`src/rtl/dspi_target.sv`:
```
module dspi_target (
  input  logic        clk,
  input  logic        rst_n,
  input  logic        spi_sclk,
  input  logic        spi_cs_n,
  input  logic [1:0]  spi_io_in,
  output logic [1:0]  spi_io_out,
  output logic        spi_io_oe,
  output logic        spi_irq_n,
  input  logic        tgt_ready,
  input  logic [6:0]  up_set,
  output logic [6:0]  dn_irq,
  output logic        mem_req,
  output logic        mem_we,
  output logic [31:0] mem_addr,
  output logic [31:0] mem_wdata,
  output logic [3:0]  mem_be,
  input  logic [31:0] mem_rdata
);
  localparam int CMD_CLKS  = 4;
  localparam int ADDR_CLKS = 16;
  localparam int BYTE_CLKS = 4;
  localparam int WORD_CLKS = 16;

  typedef enum logic [1:0] {PH_CMD, PH_ADDR, PH_WR, PH_RD} phase_t;

  logic [2:0]  sclk_q;
  logic [1:0]  cs_q;
  logic [1:0]  d_q1, d_q2;
  phase_t      phase;
  logic [3:0]  cnt, ocnt;
  logic [31:0] sh, osh, ptr, rd_buf;
  logic        rd_cmd, oe, rd_pend;
  logic [6:0]  up_pend;

  logic        cs_act, rise, fall, cmd_done, addr_done;
  logic [31:0] sh_next, status_w;

  function automatic logic [6:0] idx_mask(input logic [2:0] idx);
    return (idx == 3'd0) ? 7'd0 : (7'd1 << (idx - 3'd1));
  endfunction

  function automatic logic [31:0] bswap(input logic [31:0] w);
    return {w[7:0], w[15:8], w[23:16], w[31:24]};
  endfunction

  assign cs_act    = ~cs_q[1];
  assign rise      = sclk_q[1] & ~sclk_q[2];
  assign fall      = ~sclk_q[1] & sclk_q[2];
  assign sh_next   = {sh[29:0], d_q2};
  assign cmd_done  = cs_act & rise & (phase == PH_CMD)  & (cnt == 4'(CMD_CLKS - 1));
  assign addr_done = cs_act & rise & (phase == PH_ADDR) & (cnt == 4'(ADDR_CLKS - 1));
  assign status_w  = {16'h0, up_pend, tgt_ready, 7'h0, ~tgt_ready};

  assign spi_io_out = oe ? osh[31:30] : 2'b00;
  assign spi_io_oe  = oe;
  assign spi_irq_n  = ~|up_pend;

  always_ff @(posedge clk or negedge rst_n) begin
    if (!rst_n) begin
      sclk_q <= '0;
      cs_q   <= 2'b11;
      d_q1   <= '0;
      d_q2   <= '0;
    end else begin
      sclk_q <= {sclk_q[1:0], spi_sclk};
      cs_q   <= {cs_q[0], spi_cs_n};
      d_q1   <= spi_io_in;
      d_q2   <= d_q1;
    end
  end

  always_ff @(posedge clk or negedge rst_n) begin
    if (!rst_n) begin
      up_pend <= '0;
      dn_irq  <= '0;
    end else begin
      up_pend <= (up_pend & ~(cmd_done ? idx_mask(sh_next[2:0]) : 7'd0)) | up_set;
      dn_irq  <= cmd_done ? idx_mask(sh_next[6:4]) : 7'd0;
    end
  end

  always_ff @(posedge clk or negedge rst_n) begin
    if (!rst_n) begin
      rd_pend <= 1'b0;
      rd_buf  <= '0;
    end else begin
      rd_pend <= mem_req & ~mem_we;
      if (rd_pend) rd_buf <= mem_rdata;
    end
  end

  always_ff @(posedge clk or negedge rst_n) begin
    if (!rst_n) begin
      phase     <= PH_CMD;
      cnt       <= '0;
      ocnt      <= '0;
      sh        <= '0;
      osh       <= '0;
      ptr       <= '0;
      rd_cmd    <= 1'b0;
      oe        <= 1'b0;
      mem_req   <= 1'b0;
      mem_we    <= 1'b0;
      mem_addr  <= '0;
      mem_wdata <= '0;
      mem_be    <= '0;
    end else begin
      mem_req <= 1'b0;
      if (!cs_act) begin
        phase <= PH_CMD;
        cnt   <= '0;
        oe    <= 1'b0;
      end else if (rise) begin
        case (phase)
          PH_CMD: begin
            sh  <= sh_next;
            cnt <= cnt + 4'd1;
            if (cmd_done) begin
              rd_cmd <= sh_next[7];
              phase  <= PH_ADDR;
              cnt    <= '0;
            end
          end
          PH_ADDR: begin
            sh  <= sh_next;
            cnt <= cnt + 4'd1;
            if (addr_done) begin
              cnt <= '0;
              if (rd_cmd) begin
                phase    <= PH_RD;
                mem_req  <= 1'b1;
                mem_we   <= 1'b0;
                mem_be   <= 4'hF;
                mem_addr <= {sh_next[31:2], 2'b00};
                ptr      <= {sh_next[31:2], 2'b00} + 32'd4;
                osh      <= status_w;
                ocnt     <= '0;
              end else begin
                phase <= PH_WR;
                ptr   <= sh_next;
              end
            end
          end
          PH_WR: begin
            sh  <= sh_next;
            cnt <= cnt + 4'd1;
            if (cnt == 4'(BYTE_CLKS - 1)) begin
              cnt       <= '0;
              mem_req   <= 1'b1;
              mem_we    <= 1'b1;
              mem_addr  <= {ptr[31:2], 2'b00};
              mem_be    <= 4'b0001 << ptr[1:0];
              mem_wdata <= {4{sh_next[7:0]}};
              ptr       <= ptr + 32'd1;
            end
          end
          default: ;
        endcase
      end else if (fall && phase == PH_RD) begin
        if (!oe) begin
          oe <= 1'b1;
        end else if (ocnt == 4'(WORD_CLKS - 1)) begin
          osh      <= bswap(rd_buf);
          ocnt     <= '0;
          mem_req  <= 1'b1;
          mem_we   <= 1'b0;
          mem_be   <= 4'hF;
          mem_addr <= ptr;
          ptr      <= ptr + 32'd4;
        end else begin
          osh  <= {osh[29:0], 2'b00};
          ocnt <= ocnt + 4'd1;
        end
      end
    end
  end

  assert_idle_released_R1: assert property (@(posedge clk) disable iff (!rst_n)
    !cs_act |=> !spi_io_oe);

  assert_dn_single_R3: assert property (@(posedge clk) disable iff (!rst_n)
    $onehot0(dn_irq));

  assert_irq_follows_set_R5: assert property (@(posedge clk) disable iff (!rst_n)
    (|up_set) |=> !spi_irq_n);

  assert_wr_strobe_R9: assert property (@(posedge clk) disable iff (!rst_n)
    (mem_req && mem_we) |-> ($countones(mem_be) == 1));

  assert_rd_aligned_R10: assert property (@(posedge clk) disable iff (!rst_n)
    (mem_req && !mem_we) |-> (mem_addr[1:0] == 2'b00 && mem_be == 4'hF));

  assert_oe_only_reading_R7: assert property (@(posedge clk) disable iff (!rst_n)
    (spi_io_oe && cs_act) |-> (phase == PH_RD));
endmodule

```
`config.mk`:
```
export PLATFORM = sky130hd
export DESIGN_NAME = dspi_target
export DESIGN_NICKNAME = d
export VERILOG_FILES = /design/src/rtl/dspi_target.sv
export SDC_FILE = /design/constraint.sdc
export NUM_CORES = 1
export LEC_CHECK = 0
export CAP_MARGIN = 40
export CORE_MARGIN = 2
export CORE_UTILIZATION = 53
export DETAILED_ROUTE_END_ITERATION = 8
export GPL_ROUTABILITY_DRIVEN = 0
export PLACE_DENSITY = 0.72
export SYNTH_ARGS = -nofsm -noshare
export SYNTH_HDL_FRONTEND = slang
export SYNTH_SLANG_ARGS = --single-unit
```
`constraint.sdc`:
```
create_clock -name clk -period 4.72 [get_ports clk]
set_input_delay 0.708 -clock clk [delete_from_list [all_inputs] [get_ports clk]]
set_output_delay 0.708 -clock clk [all_outputs]
set_load 0.01 [all_outputs]
```
# --- Word level (Yosys, flattened, before mapping) ---
# Index checks and enable logic that the tools add are counted.
totals:
  out_inout_bits: 81
  in_bits: 46
  ff_bits: 232
op_classes:
  add_sub_neg: 7
  n_mux: 75
  shifts: 3
  n_reduce_logical: 23
  n_eq_ne: 16
  bitwise: 16
op_table:
  columns: ["op", "n"]
  rows:
  - ["32-bit two-way mux", 21]
  - ["32-bit case mux with 2 select lines", 2]
  - ["4-bit two-way mux", 19]
  - ["32-bit by 3-bit adder with 32-bit output (second input constant)", 2]
  - ["32-bit by 1-bit adder with 32-bit output (second input constant)", 1]
  - ["7-bit two-way mux", 4]
  - ["1-bit two-way mux", 19]
  - ["3-bit inequality test (second input constant)", 5]
  - ["1-bit by 3-bit left shift with 7-bit output (first input constant)", 2]
  - ["4-bit case mux with 3 select lines", 1]
  - ["4-bit AND reduction", 3]
  - ["2-bit two-way mux", 5]
  - ["2-bit nonzero test", 5]
  - ["4-bit by 1-bit adder with 4-bit output (second input constant)", 2]
  - ["1-bit AND", 8]
  - ["4-bit == test (second input constant)", 2]
  - ["4-bit case mux with 2 select lines", 1]
  - ["8-bit AND reduction", 1]
  - ["7-bit AND", 1]
  - ["7-bit inverter", 1]
  - ["7-bit OR", 1]
  - ["7-bit AND reduction", 1]
  - ["7-bit OR reduction", 1]
  - ["3-bit zero test", 2]
  - ["other kinds (20)", 30]

# --- Longest topological paths before layout ---
depth:
  depth_word: 9
  depth_mapped: 10
  depth_no_buf: 8

# --- Least setup slack after synthesis ---
# Ideal clock, no wire load.
synth_timing:
  kind: "reg-to-reg"
  startpoint: "reg phase[0]"
  endpoint: "reg ptr[4]"
  arrival_ps: 2285
  path_stages_with_launch: 10
  t_required_ps: 4599
  period_less_slack_ps: 2407
  setup_slack_ps: 2313
  setup_ps: 121
  path_cell_list: "dfrtp_1 inv_1 ha_1 clkbuf_1 nor3b_4 nand3_1 a31o_2 clkbuf_1 clkbuf_1 o22a_1"
synth_via:
  elab_chain_len: 5
synth_rtl:
  columns: ["item", "line", "rtl"]
  rows:
  - ["start, declared", "30", "phase_t phase;"]
  - ["start signal, assigned", "95", "phase <= PH_CMD;"]
  - ["start signal, assigned", "111", "phase <= PH_CMD;"]
  - ["start signal, assigned", "121", "phase <= PH_ADDR;"]
  - ["2-bit by 1-bit == test with 1-bit output", "52, 115", null]
  - ["1-bit AND (2 in series)", "52", "assign addr_done = cs_act & rise & (phase == PH_ADDR) & (cnt == 4'(ADDR_CLKS - 1));"]
  - ["3-bit inequality test (no line)", null, null]
  - ["7-bit AND reduction (no line)", null, null]
  - ["end signal, assigned", "136", "ptr <= {sh_next[31:2], 2'b00} + 32'd4;"]
  - ["end signal, assigned", "141", "ptr <= sh_next;"]
  - ["end signal, assigned", "155", "ptr <= ptr + 32'd1;"]
  - ["end, declared", "32", "logic [31:0] sh, osh, ptr, rd_buf;"]
# Parallel ways exist; a longest one is shown, timed or not.
# A chain may end at the register's enable or synchronous reset.

# --- Worst setup path after layout ---
layout_timing:
  startpoint: "reg phase[0]"
  endpoint: "reg mem_addr[7]"
layout_via:
  elab_chain_len: 5
layout_rtl:
  columns: ["item", "line", "rtl"]
  rows:
  - ["2-bit by 1-bit == test with 1-bit output", "52, 115", null]
  - ["1-bit AND (2 in series)", "52", null]
  - ["3-bit inequality test (no line)", null, null]
  - ["8-bit AND reduction (no line)", null, null]
  - ["end signal, assigned", "135", "mem_addr <= {sh_next[31:2], 2'b00};"]
  - ["end signal, assigned", "152", "mem_addr <= {ptr[31:2], 2'b00};"]
  - ["end signal, assigned", "169", "mem_addr <= ptr;"]
  - ["end, declared", "15", "output logic [31:0] mem_addr,"]
# Parallel ways exist; a longest one is shown, timed or not.

==> results.cfg <==
[grt]
overflow = 0
grt_pass1_wl_um = 46000
grt_pass1_vias = 8681
grt_max_degree = 85
grt.total_usage_pct = 25.7
antenna_found_initial = 0

[floorplanning]
dieArea_um2 = 22000
num_io_pins = 127
row_count = 52
die_y_um = 148
coreArea_um2 = 20300
chipWidth_um = 148
initial_core_util_pct = 54.3

[synth]
yosysTopAreaCell = dfrtp_1
ys_warn_count = 0
synth_seq_cells = 208
synth_edf_count = 0
ys_seq_area_share_pct = 47.3
synth_top_area_share_pct = 46.8
ys_top_cells_by_area = dfrtp_1 (47%), mux2_2 (7.0%), nand2_1 (5.9%), nor2_1 (3.0%), mux2i_1 (2.7%)
synthesis.instances = 1160
synth_cell_types = 71
syn_nets = 1221
mappedNetlistArea_um2 = 11000
synth.avg_cell_area_um2 = 9.50
synth.most_common_cell = dfrtp_1
synthArstFlopShare_pct = 100
synth-main-ff-cell = dfrtp_1
netlist_top_cells_count = dfrtp_1 (206), nand2_1 (173), nor2_1 (87), mux2_2 (68), clkbuf_1 (65)

[routing]
drtPass1Iterations = 7
ant_nets = 0
avgRoutedWirePerCell_um = 18.6
drcViolationCount = 0
num_vias = 9067
via_per_inst = 6.04
routed_wl_um = 28000
drtIter0Drc = 856

[sta]
skew_ns = 0.00911
fin_crit_sh_pct = 63.7
hold_violations = 0
fin_tns_setup_ns = 0
max_freq_ghz = 0.333
rsz0062_at_grt = false
fin_crit_ns = 3.00
worst_pin_slew_ns = 0.708
drv_slew = 0
setup_viol = 0
max_slew_margin_pct = 52.8

[setup_path]
end_kind = flop
worst_path_max_delay_cell = a31o_2
cp_max_fo = 36
r2r_slack_ns = 1.72
cp.required_ns = 5.16
r2r_end = mem_addr[7]
crit_arrival_ns = 3.45
crit_top_cell = buf_4
r2r-start = phase[0]
start_kind = flop
critPathKind = reg2reg
cpPeakStageDelay_ns = 0.56
reg2reg_depth = 10
crit_path_cell_trace = inv_1 > ha_1 > buf_4 > nor3b_4 > nand3_1 > a31o_2 > a31oi_4 > buf_4 > nor2_1 > a31oi_1

[finish]
layout-drive-gt1-share_pct = 11.5
syn2layout_area_growth_pct = 18.4
multi_input_area_um2 = 5220
register_area_um2 = 5210
fillCellCount = 1700
finalNonFillerCells = 1502
antenna_cells = 0
nNetsFinal = 1276

[clock_tree]
root_buffer = clkbuf_16
cts_max_path_buffers = 3
cts.sinks = 208
worstSkewPairLatency_ns = 0.53
cts_tree = yes
htree_levels = 1
cts_resized = 0
clkTransAtPathRegs_ns = 0.06
cts_setup_buffers = 0
ctsHoldBuffers = 0
numCtsBuffers = 23

[power]
powerDensity_nw_per_um2 = 325
p_sw_share_pct = 25.5
seqPwrFrac_pct = 47.4
ir_worst_vdd_v = 0.000220
leakage_uw = 0.00542
p_int_uw = 3160
pwr-share-clk_pct = 44.8
combPwrFrac_pct = 7.8
p_switching_uw = 1080

[job]
maxCapViolCount = 0

[placed_design]
dp_hpwl_um = 18600
dp_cells = 1459
port-buffer-count = 126

[status]
status = complete, no violations

[hold_path]
hp-class = in2async
-- worst max-delay path by stage --
stage	cells after the start	slack, ns	start	end
after floorplan	9	2.31	phase[0]	ptr[4]
after global placement	10	1.97	phase[0]	mem_addr[15]
after detailed placement	10	1.80	phase[0]	mem_addr[29]
after CTS	3	1.74	up_pend[3]	spi_irq_n
after global routing	10	1.50	phase[0]	mem_addr[7]
final	10	1.72	phase[0]	mem_addr[7]
-- worst max-delay path: cells and delay by family, from the launching register on --
kind / cells / cell delay, ns
adder cells (fa/ha/maj): 1 / 0.21
buffers and inverters: 3 / 0.68
flip-flops: 1 / 0.42
AND/OR/NAND/NOR: 3 / 0.59
AO/OA/AOI/OAI: 3 / 0.97
-- final cells by class --
| type | instances | area share, % |
|---|---|---|
| repair buffers | 142 | 10.7 |
| clock inverters | 10 | 1.13 |
| clock buffers | 32 | 5.06 |
| inverters | 19 | 0.547 |
| well taps | 270 | 2.59 |
| multi-input cells | 821 | 40.1 |
| flip-flops and latches | 208 | 39.9 |
-- cell families after synthesis --
kind of cell / after synthesis / synth area share (%)
AO/OA/AOI/OAI: 246 / 14.4
XOR/XNOR: 34 / 2.70
adder cells (fa/ha/maj): 15 / 1.70
buffers and inverters: 131 / 5.45
flip-flops: 208 / 47.3
multiplexers: 99 / 9.78
AND/OR/NAND/NOR: 427 / 18.7
-- power by group through the flow --
stage / sequential (uW) / clock, uW / combinational, uW
after floorplan: 1940 / 0 / 272
after global routing: 2020 / 2000 / 363
after CTS: 2010 / 1920 / 332
after global placement: 2040 / 0 / 324
final: 2010 / 1900 / 329
after detailed placement: 2040 / 0 / 328
-- registers in the layout, summed over array words and instances (netlist names), 7 cells and up --
| signal | count |
|---|---|
| sh | 30 |
| mem_addr | 32 |
| up_pend | 7 |
| osh | 32 |
| mem_wdata | 8 |
| rd_buf | 32 |
| ptr | 32 |
| dn_irq | 7 |
-- metrics by stage --
step / power [uW] / worst slack (ns) / hold WS (ns) / cell area [um^2] / util, %
final: 4240 / 1.72 / 0.197 / 13000 / 64.2
after CTS: 4260 / 1.74 / 0.254 / 13000 / 64.2
after global placement: 2360 / 1.97 / 0.332 / 12200 / 60.2
after detailed placement: 2370 / 1.80 / 0.336 / 12200 / 60.2
after floorplan: 2210 / 2.31 / 0.331 / 11000 / -
after global routing: 4390 / 1.50 / 0.276 / 13000 / 64.2
-- cell usage in the layout (no fill, tap or decap), drive strengths merged, types with 16 or more instances in the layout --
master           n
dfrtp          206
nand2          173
clkdlybuf4s50  125
nor2            87
mux2            69
a21oi           58
o21ai           56
a31oi           40
nand3           39
clkbuf          33
mux2i           30
o31ai           27
nand4           25
nor4            22
inv             20
xor2            19
and3            18
nor3            16
buf             16
-- routing by layer --
| metal | up-vias | GRT usage [%] | part of all wire, % |
|---|---|---|---|
| met1 | 4403 | 37.4 | 44 |
| met3 | 43 | 3.22 | 7.7 |
| met2 | 386 | 40.9 | 46 |
| met5 | - | 0 | 0 |
| li1 | 4235 | - | - |
| met4 | 0 | 7.29 | 2.1 |
Note: power is estimated with default switching activity, not from simulation.
